### src/rtl/alu_pkg.sv
package alu_pkg;

   typedef enum logic [1:0] {
      SZ_BYTE = 2'd0,
      SZ_WORD = 2'd1,
      SZ_LONG = 2'd2,
      SZ_LALT = 2'd3
   } size_e;

   typedef enum logic [3:0] {
      OP_ADD  = 4'd0,
      OP_ADC  = 4'd1,
      OP_SUB  = 4'd2,
      OP_SBC  = 4'd3,
      OP_BIC  = 4'd4,
      OP_BIS  = 4'd5,
      OP_XOR  = 4'd6,
      OP_BIT  = 4'd7,
      OP_CMP  = 4'd8,
      OP_MCOM = 4'd9,
      OP_MNEG = 4'd10,
      OP_CLR  = 4'd11,
      OP_INC  = 4'd12,
      OP_DEC  = 4'd13,
      OP_TST  = 4'd14,
      OP_NOP  = 4'd15
   } op_e;

   typedef struct packed {
      logic n;
      logic z;
      logic v;
      logic c;
   } ccodes_t;

   localparam int NUM_LANES = 3;

endpackage

### src/rtl/alu_addsub_lane.sv
module alu_addsub_lane #(
   parameter int W = 8
) (
   input  logic [W-1:0] x,
   input  logic [W-1:0] y,
   input  logic         cin,
   output logic [W-1:0] sum,
   output logic         cout,
   output logic         ovf
);

   if (W < 2) begin : g_bad_w
      $error("alu_addsub_lane: W must be at least 2");
   end

   logic [W:0] full;

   assign full = {1'b0, x} + {1'b0, y} + (W+1)'(cin);
   assign sum  = full[W-1:0];
   assign cout = full[W];
   // signed overflow: like-signed inputs giving an unlike-signed sum
   assign ovf  = (x[W-1] == y[W-1]) && (sum[W-1] != x[W-1]);

endmodule

### src/rtl/alu_logic_unit.sv
module alu_logic_unit
   import alu_pkg::*;
#(
   parameter int W = 32
) (
   input  op_e          op,
   input  logic [W-1:0] msk,
   input  logic [W-1:0] opnd,
   output logic [W-1:0] y
);

   always_comb begin
      unique case (op)
         OP_BIC:  y = opnd & ~msk;
         OP_BIS:  y = opnd | msk;
         OP_XOR:  y = opnd ^ msk;
         OP_BIT:  y = opnd & msk;
         OP_MCOM: y = ~msk;
         OP_TST:  y = msk;
         default: y = '0;
      endcase
   end

endmodule

### src/rtl/alu_flag_reg.sv
module alu_flag_reg
   import alu_pkg::*;
(
   input  logic    clk,
   input  logic    rst_n,
   input  logic    load,
   input  ccodes_t d,
   output ccodes_t q
);

   always_ff @(posedge clk or negedge rst_n) begin
      if (!rst_n)     q <= '0;
      else if (load)  q <= d;
   end

   // flags keep their value on any edge without a load
   p_hold_idle_r12: assert property (@(posedge clk) disable iff (!rst_n)
      !load |=> $stable(q))
      else $error("flags changed without load");

endmodule

### src/rtl/int_alu_cc.sv
module int_alu_cc
   import alu_pkg::*;
#(
   parameter int LONG_W = 32
) (
   input  logic              clk,
   input  logic              rst_n,
   input  logic [LONG_W-1:0] opnd_a,
   input  logic [LONG_W-1:0] opnd_b,
   input  logic [1:0]        size_sel,
   input  logic [3:0]        op_sel,
   input  logic              flag_en,
   output logic [LONG_W-1:0] result,
   output logic              result_we,
   output logic              flag_n,
   output logic              flag_z,
   output logic              flag_v,
   output logic              flag_c
);

   localparam int WORD_W = LONG_W / 2;
   localparam int BYTE_W = LONG_W / 4;
   localparam logic [LONG_W-1:0] MASK_B = {{(LONG_W-BYTE_W){1'b0}}, {BYTE_W{1'b1}}};
   localparam logic [LONG_W-1:0] MASK_W = {{(LONG_W-WORD_W){1'b0}}, {WORD_W{1'b1}}};
   localparam logic [LONG_W-1:0] MASK_L = {LONG_W{1'b1}};

   if (LONG_W < 8 || (LONG_W % 4) != 0) begin : g_bad_width
      $error("int_alu_cc: LONG_W must be a multiple of 4 and at least 8");
   end

   op_e               op;
   logic              long_only;
   logic [1:0]        lane_idx;
   logic [LONG_W-1:0] wmask;
   logic [LONG_W-1:0] add_x, add_y;
   logic              add_cin;
   logic              is_sub;
   logic [LONG_W-1:0] lane_sum [NUM_LANES];
   logic [NUM_LANES-1:0] lane_cout, lane_ovf;
   logic [LONG_W-1:0] add_sum;
   logic              add_cout, add_ovf;
   logic [LONG_W-1:0] logic_y;
   logic [LONG_W-1:0] raw, masked;
   logic              sign_bit;
   logic              is_arith;
   ccodes_t           cc_q, cc_d;
   logic              cc_load;

   assign op        = op_e'(op_sel);
   assign long_only = (op == OP_ADC) || (op == OP_SBC);

   // width lane select: carry-chained ops always use the full width
   always_comb begin
      if (long_only) lane_idx = 2'd2;
      else begin
         unique case (size_e'(size_sel))
            SZ_BYTE: lane_idx = 2'd0;
            SZ_WORD: lane_idx = 2'd1;
            default: lane_idx = 2'd2;
         endcase
      end
      unique case (lane_idx)
         2'd0:    wmask = MASK_B;
         2'd1:    wmask = MASK_W;
         default: wmask = MASK_L;
      endcase
   end

   // adder operand steering
   always_comb begin
      add_x   = '0;
      add_y   = '0;
      add_cin = 1'b0;
      is_sub  = 1'b0;
      is_arith = 1'b1;
      unique case (op)
         OP_ADD:  begin add_x = opnd_b; add_y = opnd_a; end
         OP_ADC:  begin add_x = opnd_b; add_y = opnd_a; add_cin = cc_q.c; end
         OP_SUB:  begin add_x = opnd_b; add_y = ~opnd_a; add_cin = 1'b1; is_sub = 1'b1; end
         OP_SBC:  begin add_x = opnd_b; add_y = ~opnd_a; add_cin = ~cc_q.c; is_sub = 1'b1; end
         OP_CMP:  begin add_x = opnd_a; add_y = ~opnd_b; add_cin = 1'b1; is_sub = 1'b1; end
         OP_MNEG: begin add_x = '0; add_y = ~opnd_a; add_cin = 1'b1; is_sub = 1'b1; end
         OP_INC:  begin add_x = opnd_a; add_y = LONG_W'(1); end
         OP_DEC:  begin add_x = opnd_a; add_y = ~LONG_W'(1); add_cin = 1'b1; is_sub = 1'b1; end
         default: is_arith = 1'b0;
      endcase
   end

   // one adder per operand width, so carry and overflow come from the right bit
   for (genvar s = 0; s < NUM_LANES; s++) begin : g_lane
      localparam int LW = LONG_W >> (NUM_LANES - 1 - s);
      logic [LW-1:0] s_sum;
      alu_addsub_lane #(.W(LW)) u_lane (
         .x    (add_x[LW-1:0]),
         .y    (add_y[LW-1:0]),
         .cin  (add_cin),
         .sum  (s_sum),
         .cout (lane_cout[s]),
         .ovf  (lane_ovf[s])
      );
      assign lane_sum[s] = LONG_W'(s_sum);
   end

   assign add_sum  = lane_sum[lane_idx];
   assign add_cout = lane_cout[lane_idx];
   assign add_ovf  = lane_ovf[lane_idx];

   alu_logic_unit #(.W(LONG_W)) u_logic (
      .op   (op),
      .msk  (opnd_a),
      .opnd (opnd_b),
      .y    (logic_y)
   );

   assign raw    = is_arith ? add_sum : logic_y;
   assign masked = raw & wmask;

   always_comb begin
      unique case (lane_idx)
         2'd0:    sign_bit = raw[BYTE_W-1];
         2'd1:    sign_bit = raw[WORD_W-1];
         default: sign_bit = raw[LONG_W-1];
      endcase
   end

   assign result_we = !((op == OP_BIT) || (op == OP_CMP) || (op == OP_TST) || (op == OP_NOP));
   assign result    = result_we ? masked : '0;

   // next flag values
   always_comb begin
      cc_d.n = sign_bit;
      cc_d.z = (masked == '0);
      cc_d.v = 1'b0;
      cc_d.c = cc_q.c;
      unique case (op)
         OP_ADD, OP_ADC, OP_INC, OP_SUB, OP_SBC, OP_MNEG, OP_DEC: begin
            cc_d.v = add_ovf;
            cc_d.c = is_sub ? ~add_cout : add_cout;
         end
         OP_CMP: begin
            cc_d.n = sign_bit ^ add_ovf;
            cc_d.c = ~add_cout;
         end
         OP_CLR: begin
            cc_d.n = 1'b0;
            cc_d.z = 1'b1;
         end
         OP_TST:  cc_d.c = 1'b0;
         default: ;
      endcase
   end

   assign cc_load = flag_en && (op != OP_NOP);

   alu_flag_reg u_flags (
      .clk   (clk),
      .rst_n (rst_n),
      .load  (cc_load),
      .d     (cc_d),
      .q     (cc_q)
   );

   assign flag_n = cc_q.n;
   assign flag_z = cc_q.z;
   assign flag_v = cc_q.v;
   assign flag_c = cc_q.c;

   // nothing leaks above the selected width
   p_upper_zero_r2: assert property (@(posedge clk) disable iff (!rst_n)
      (lane_idx != 2'd2) |-> ((result & ~wmask) == '0))
      else $error("result bits above width");

   // logical ops clear V and keep C
   p_logic_keeps_c_r6: assert property (@(posedge clk) disable iff (!rst_n)
      (flag_en && (op == OP_BIC || op == OP_BIS || op == OP_XOR))
      |=> (!flag_v && flag_c == $past(flag_c)))
      else $error("logical op disturbed V/C");

   // bit test and compare present no result
   p_no_result_r7: assert property (@(posedge clk) disable iff (!rst_n)
      (op == OP_BIT || op == OP_CMP) |-> (result == '0 && !result_we))
      else $error("test/compare produced a result");

   // equal operands compare as equal, not less
   p_cmp_equal_r8: assert property (@(posedge clk) disable iff (!rst_n)
      (flag_en && op == OP_CMP && ((opnd_a ^ opnd_b) & wmask) == '0)
      |=> (flag_z && !flag_n && !flag_c && !flag_v))
      else $error("compare of equal operands");

   // clear leaves N=0 Z=1 V=0 and C untouched
   p_clear_flags_r10: assert property (@(posedge clk) disable iff (!rst_n)
      (flag_en && op == OP_CLR) |=> (flag_z && !flag_n && !flag_v && $stable(flag_c)))
      else $error("clear flags");

   // the no-operation code never moves the flags
   p_nop_holds_r12: assert property (@(posedge clk) disable iff (!rst_n)
      (op == OP_NOP) |=> $stable({flag_n, flag_z, flag_v, flag_c}))
      else $error("no-op changed flags");

endmodule

### config.mk
export PLATFORM = sky130hd
export DESIGN_NAME = int_alu_cc
export DESIGN_NICKNAME = d
export VERILOG_FILES = /design/src/rtl/alu_pkg.sv /design/src/rtl/alu_addsub_lane.sv /design/src/rtl/alu_logic_unit.sv /design/src/rtl/alu_flag_reg.sv /design/src/rtl/int_alu_cc.sv
export SDC_FILE = /design/constraint.sdc
export NUM_CORES = 1
export LEC_CHECK = 0
export BUFFER_PORTS_ARGS = -buffer_cell sky130_fd_sc_hd__buf_4
export CORE_ASPECT_RATIO = 0.6
export CORE_MARGIN = 5
export CORE_UTILIZATION = 28
export DETAILED_ROUTE_END_ITERATION = 7
export PLACE_DENSITY_LB_ADDON = 0.3
export SLEW_MARGIN = 20
export SYNTH_ARGS = -nofsm -noshare
export SYNTH_HDL_FRONTEND = slang
export SYNTH_SLANG_ARGS = --single-unit
### constraint.sdc
create_clock -name clk -period 9.3 [get_ports clk]
set_input_delay 1.86 -clock clk [delete_from_list [all_inputs] [get_ports clk]]
set_output_delay 1.86 -clock clk [all_outputs]
set_load 0.02 [all_outputs]
# --- Word-level counts from Yosys, hierarchy flattened ---
# Cells that the tools add are included.
# Widths: inputs -> output; s select.
totals:
  register_bits: 4
  latchBits: 0
  ramBits: 0
  romBits: 0
  inputBits: 73
  output_inout_bits: 37
  n_memories: 0
classes:
  addsub: 6
  n_mul: 0
  div: 0
  magnitude_cmp: 2
  eq_ne: 24
  shift: 0
  mux: 24
  bitwise: 11
  reduce_logical: 23
ops:
  columns: ["op", "n"]
  rows:
  - ["$pmux 32 s6", 1]
  - ["$pmux 32 s5", 1]
  - ["$mux 32", 4]
  - ["$pmux 32 s2", 2]
  - ["$and 32x32->32", 3]
  - ["$bmux 32 s2", 1]
  - ["$not 32->32", 2]
  - ["$add 32x32->33", 1]
  - ["$add 33x1->33", 1]
  - ["$eq 4x4->1 const B", 8]
  - ["$logic_not 32->1", 1]
  - ["$or 32x32->32", 1]
  - ["$xor 32x32->32", 1]
  - ["$add 16x16->17", 1]
  - ["$add 17x1->17", 1]
  - ["$eq 4x3->1 const B", 4]
  - ["$add 8x8->9", 1]
  - ["$add 9x1->9", 1]
  - ["$eq 4x2->1 const B", 2]
  - ["$reduce_or 4->1", 2]
  - ["$reduce_or 8->1", 1]
  - ["$mux 1", 7]
  - ["$reduce_or 7->1", 1]
  - ["$pmux 1 s3", 2]
  - ["24 further kinds", 40]

# --- Logic depth before layout (Yosys ltp) ---
depth:
  depth_word: 12
  ltp_mapped: 22
  ltp_nobuf: 16

# --- Cells and area by module ---
# A second synthesis with hierarchy kept.
unflattened:
  hier_cells: 1158
  area_unflattened_um2: 7786.2
by_module_without_submodules:
  columns: ["mod", "instances", "cells_each", "area_per_inst_um2", "seq_area_each_um2"]
  rows:
  - ["int_alu_cc", 1, 453, 2538.7, 0.0]
  - ["alu_logic_unit", 1, 329, 2303.5, 0.0]
  - ["alu_addsub_lane (g_lane[2].u_lane)", 1, 228, 1686.6, 0.0]
  - ["alu_addsub_lane (g_lane[1].u_lane)", 1, 98, 775.7, 0.0]
  - ["alu_addsub_lane (g_lane[0].u_lane)", 1, 42, 336.6, 0.0]
  - ["alu_flag_reg", 1, 8, 145.1, 100.1]

# --- Worst setup path before layout ---
# Ideal clock, no wire load.
synth_path:
  path_kind: "input-to-output"
  start: "in op_sel[0]"
  end: "out result[20]"
  arrival_ps: 6606
  slack_ps: 834
  path_stages: 21
  path_buffers: 7
  path_cell_list: "buf_2 buf_2 buf_2 buf_1 clkbuf_1 buf_1 clkbuf_1 nor2_1 a21oi_1 o22ai_1 fa_1 fa_1 a21o_1 a221o_2 and3_1 a211o_1 a221o_1 a21oi_1 and3_1 nor3_2 nor2_1"
synth_between:
  elab_chain_cells: 11
  elab_cells_between_ends: 43
synth_rtl:
  columns: ["item", "line", "source"]
  rows:
  - ["from (decl)", "int_alu_cc.sv:11", "input logic [3:0] op_sel,"]
  - ["$eq 4x2->1 (tied with other cells)", "int_alu_cc.sv:50, int_alu_cc.sv:76", null]
  - ["$reduce_or 3->1 (no source line) (tied with other cells)", null, null]
  - ["$pmux 32 s5 / $pmux 32 s2 (equally long branches)", "int_alu_cc.sv:76", "unique case (op)"]
  - ["$add 32x32->33", "alu_addsub_lane.sv:18", "assign full = {1'b0, x} + {1'b0, y} + (W+1)'(cin);"]
  - ["$add 33x1->33", "alu_addsub_lane.sv:18", null]
  - ["$bmux 32 s2", "int_alu_cc.sv:104", "assign add_sum = lane_sum[lane_idx];"]
  - ["$mux 32 (implied by the code) (2 in a row)", "int_alu_cc.sv:104", null]
  - ["$mux 32", "int_alu_cc.sv:115", "assign raw = is_arith ? add_sum : logic_y;"]
  - ["$and 32x32->32", "int_alu_cc.sv:116", "assign masked = raw & wmask;"]
  - ["$mux 32 *", "int_alu_cc.sv:127", "assign result = result_we ? masked : '0;"]
  - ["to (decl)", "int_alu_cc.sv:13", "output logic [LONG_W-1:0] result,"]
# Every way passes the cells marked *; elsewhere a longest branch is shown, timed or not. The select of a mux whose other input is x is not followed.

# --- Worst setup path after layout ---
layout_path:
  start: "in op_sel[1]"
  end: "out result[28]"
# The elaborated chain is that of the path after synthesis.

==> impl_metrics.prom <==
# TYPE chip_impl_metric gauge
chip_impl_metric{name="layout.nets",unit=""} 1275
chip_impl_metric{name="route.detailed.wl_per_inst",unit="um"} 23.7
chip_impl_metric{name="floorplan.die_area",unit="sq mm"} 0.0277
chip_impl_metric{name="antenna_violating_nets_post_route",unit=""} 0
chip_impl_metric{name="chipHeight",unit="um"} 131
chip_impl_metric{name="period_needed",unit="ps"} 8530
chip_impl_metric{name="leakagePower",unit="nW"} 3.49
chip_impl_metric{name="syn_inst",unit=""} 1104
chip_impl_metric{name="final_number_of_max_transition_violations",unit=""} 0
chip_impl_metric{name="critical_path_peak_fanout",unit=""} 62
chip_impl_metric{name="yosys_warnings",unit=""} 0
chip_impl_metric{name="cts.reportedPaths.clkPinSlew",unit="ps"} 30
chip_impl_metric{name="hold_fails_final_rpt",unit=""} 0
chip_impl_metric{name="cts-resized-gates",unit=""} 0
chip_impl_metric{name="number_of_global_route_vias_before_repair",unit=""} 8002
chip_impl_metric{name="slew_headroom",unit="%"} 22.7
chip_impl_metric{name="port-buffer-count",unit=""} 109
chip_impl_metric{name="max_clock_freq",unit="MHz"} 117
chip_impl_metric{name="largest_register_ffs",unit=""} 4
chip_impl_metric{name="gr-usage-all-layers",unit="%"} 23.7
chip_impl_metric{name="vdd_ir_drop_max",unit="mV"} 0.0369
chip_impl_metric{name="final.fill_count",unit=""} 2691
chip_impl_metric{name="setup_tns",unit="ps"} 0
chip_impl_metric{name="route.vias.total",unit=""} 9000
chip_impl_metric{name="grt-ovfl-total",unit=""} 0
chip_impl_info{name="cp-end-kind",value="output port"} 1
chip_impl_metric{name="pwr_density_cell",unit="mW/mm^2"} 80.4
chip_impl_metric{name="grt_first_pass_wirelength",unit="mm"} 50.9
chip_impl_metric{name="synth_seq_area_share",unit="%"} 1.47
chip_impl_metric{name="dpl.hpwl",unit="mm"} 27.0
chip_impl_metric{name="critical_path_buf_inv_count",unit=""} 2
chip_impl_metric{name="post_route_cells_drive_above_1_share",unit="%"} 13.7
chip_impl_metric{name="number_of_max_capacitance_violations_reported",unit=""} 0
chip_impl_metric{name="initial_utilization",unit="%"} 28.3
chip_impl_metric{name="synth_edf_count",unit=""} 0
chip_impl_metric{name="drt_first_iter_violations",unit=""} 1403
chip_impl_metric{name="grt_antenna_before_repair",unit=""} 2
chip_impl_metric{name="fin_skew",unit="ps"} 4.12
chip_impl_metric{name="synthesized_net_count",unit=""} 1242
chip_impl_info{name="synth_top_flop_cell",value="dfrtp_1"} 1
chip_impl_metric{name="synth.avg_cell_area",unit="sq um"} 6.18
chip_impl_metric{name="netlist_area",unit="sq mm"} 0.00683
chip_impl_metric{name="cts-htree-levels",unit=""} 1
chip_impl_metric{name="cts-root-to-sink-buffers",unit=""} 2
chip_impl_info{name="rsz0062_at_grt",value="false"} 1
chip_impl_metric{name="rows",unit=""} 44
chip_impl_metric{name="synthDistinctLibCells",unit=""} 81
chip_impl_metric{name="ctsHoldBuffers",unit=""} 0
chip_impl_metric{name="worst-slew-pin-transition",unit="ps"} 1150
chip_impl_info{name="largest_register",value="u_flags.q"} 1
chip_impl_info{name="clk_root_buffer_cell",value="clkbuf_16"} 1
chip_impl_metric{name="multiInputGateArea",unit="sq mm"} 0.00605
chip_impl_metric{name="drt_wl_total",unit="mm"} 34.6
chip_impl_metric{name="async_reset_ff_share",unit="%"} 100
chip_impl_metric{name="grt_max_degree",unit=""} 63
chip_impl_metric{name="postCtsSetupBuffers",unit=""} 0
chip_impl_metric{name="tcrit_tclk_final",unit="%"} 91.7
chip_impl_metric{name="clk_latency",unit="ps"} 230
chip_impl_metric{name="area.growth.synth_to_final",unit="%"} 15.9
chip_impl_info{name="cp_slowest_cell",value="or2_2"} 1
chip_impl_info{name="most-common-layout-cells",value="buf_4 (132), nand2_1 (124), a21oi_1 (100), nor2_1 (93), o21ai_0 (92)"} 1
chip_impl_metric{name="ys_ff_latch",unit=""} 4
chip_impl_info{name="clock_tree_from_tritoncts",value="done"} 1
chip_impl_metric{name="drt-vias-per-instance",unit=""} 6.17
chip_impl_info{name="worstSetupPathType",value="in2out"} 1
chip_impl_info{name="run_status",value="finished, final reports clean"} 1
chip_impl_metric{name="seq_area",unit="sq um"} 100
chip_impl_metric{name="fin_area",unit="sq mm"} 0.00791
chip_impl_metric{name="cts.sinks",unit=""} 4
chip_impl_metric{name="placed_area",unit="sq mm"} 0.00783
chip_impl_metric{name="timing.critical_path.required",unit="ps"} 7440
chip_impl_metric{name="drc",unit=""} 0
chip_impl_metric{name="chipWidth",unit="um"} 212
chip_impl_info{name="layout.cells.most_common",value="buf_4"} 1
chip_impl_metric{name="design.core.area",unit="sq mm"} 0.0241
chip_impl_metric{name="cp_slowest_stage_delay",unit="ps"} 550
chip_impl_metric{name="critPathArrivalTime",unit="ps"} 6670
chip_impl_metric{name="cts_made_buffers",unit=""} 3
chip_impl_info{name="worst_hold_path_type",value="reg2reg"} 1
chip_impl_info{name="biggestRegsByFlops",value="u_flags.q x4"} 1
chip_impl_metric{name="io_pins",unit=""} 110
chip_impl_metric{name="setup_viol_count_final",unit=""} 0
chip_impl_metric{name="gp_routability_congestion",unit=""} 0.991
chip_impl_info{name="crit_path_cell_trace",value="buf_4, nand2b_1, or2_2, o21ai_0, fa_1, a21o_1, a221o_2, a22oi_1, a31oi_1, a21oi_1, o21ai_1, xor2_1, nand2_1, a21oi_1, and2_1, buf_4"} 1
chip_impl_info{name="crit_family",value="compound AO/OA/AOI/OAI gates"} 1
chip_impl_metric{name="total_iterations_of_the_first_detailed_routing_run",unit=""} 7
chip_impl_info{name="critPathLaunchType",value="input pin"} 1
-- cells by family (layout without fill, tap and decap cells) --
family	after synthesis	in the layout	share of synthesized area [%]
adder cells (fa/ha/maj)	65	65	12.1
multiplexers	5	5	0.733
buffers and inverters	180	211	10.2
flip-flops	4	4	1.47
AO/OA/AOI/OAI	451	451	45.3
XOR/XNOR	47	47	6.03
other	0	1	0
AND/OR/NAND/NOR	352	352	24.1
-- through the flow --
step	power (mW)	cells	util [%]	hold WS (ps)	worst slack [ps]
after floorplan	0.352	1104	-	583	834
after global placement	0.549	1454	32.5	549	926
after detailed placement	0.546	1454	32.5	538	904
after CTS	0.617	1457	32.8	545	899
after global routing	0.674	1457	32.8	552	513
final	0.636	1458	32.8	538	773
-- final timing paths --
kind | startpoint | to | slack (ps) | depth (start not counted)
min reg2reg | u_flags.q[1]$_DFFE_PN0P_ | u_flags.q[1]$_DFFE_PN0P_ | 540 | 2
min | u_flags.q[1]$_DFFE_PN0P_ | u_flags.q[1]$_DFFE_PN0P_ | 540 | 2
max in group asynchronous | rst_n | u_flags.q[3]$_DFFE_PN0P_ | 7760 | 1
min in group asynchronous | rst_n | u_flags.q[0]$_DFFE_PN0P_ | 1430 | 1
max | op_sel[1] | result[28] | 770 | 16
max reg2reg | u_flags.q[0]$_DFFE_PN0P_ | u_flags.q[2]$_DFFE_PN0P_ | 4490 | 14
-- Yosys cell counts (4+ instances only) --
cell type	number	area (sq um)
inv_1	75	282
o21ai_1	11	55.1
nand3_1	18	90.1
nor4_1	4	25.0
and3_1	18	113
a221o_1	6	60.1
o211ai_1	11	82.6
xnor2_1	37	324
o22ai_1	22	138
and2_1	11	68.8
nor2_1	95	357
buf_2	13	65.1
a221oi_1	12	105
a21o_1	17	128
a22o_1	32	280
or3_1	4	25.0
xor2_1	10	87.6
dfrtp_1	4	100
o31ai_1	9	67.6
clkbuf_1	83	312
o2111a_1	5	56.3
a2111oi_0	4	35.0
a211oi_1	10	75.1
o31a_1	5	43.8
nand3b_1	4	30.0
o22a_1	32	280
o21a_1	7	52.6
a22oi_1	4	30.0
nor2b_1	9	56.3
a21oi_1	100	500
o21ai_0	92	460
nor3_1	26	130
nand2b_1	10	62.6
a31oi_1	16	100
ha_1	63	788
mux2i_1	5	50.1
nand2_1	124	465
o221ai_1	10	87.6
o311a_1	6	60.1
nand4_1	11	68.8
buf_1	7	26.3
-- per-layer routing --
layer | track usage (%) | share of wire, % | vias to the layer above
met1 | 37.7 | 48 | 4187
met4 | 2.61 | 0.92 | 6
met2 | 29.0 | 35 | 623
met3 | 9.71 | 16 | 36
met5 | 1.55 | 0.23 | -
li1 | - | - | 4148
-- where the power goes --
part           internal (mW)  leakage (nW)  switching (mW)  total, mW
clock network         0.0550        0.0370          0.0133     0.0684
logic                  0.195          3.40           0.349      0.544
registers             0.0200        0.0497         0.00395     0.0239
-- layout make-up --
| type | count | share of cell area, % |
|---|---|---|
| multi-input combinational | 920 | 76.5 |
| tap | 322 | 5.09 |
| antenna | 1 | 0.0316 |
| clock buffer | 3 | 0.949 |
| sequential | 4 | 1.27 |
| timing repair buffer | 132 | 12.5 |
| inverter | 76 | 3.61 |
-- worst register-to-register path, stage by stage (launching register included) --
cell and delay, ps:
dfrtp_1 480, a21boi_0 260, o22ai_1 140, fa_1 420, fa_1 450, a21o_1 240, a221o_2 450, a31o_4 300
xnor2_1 260, nor2_1 110, nor4_1 580, nand4_1 250, a2111oi_4 280, nand4_1 180, o31ai_2 300
Note: power is estimated with default switching activity, not from simulation.
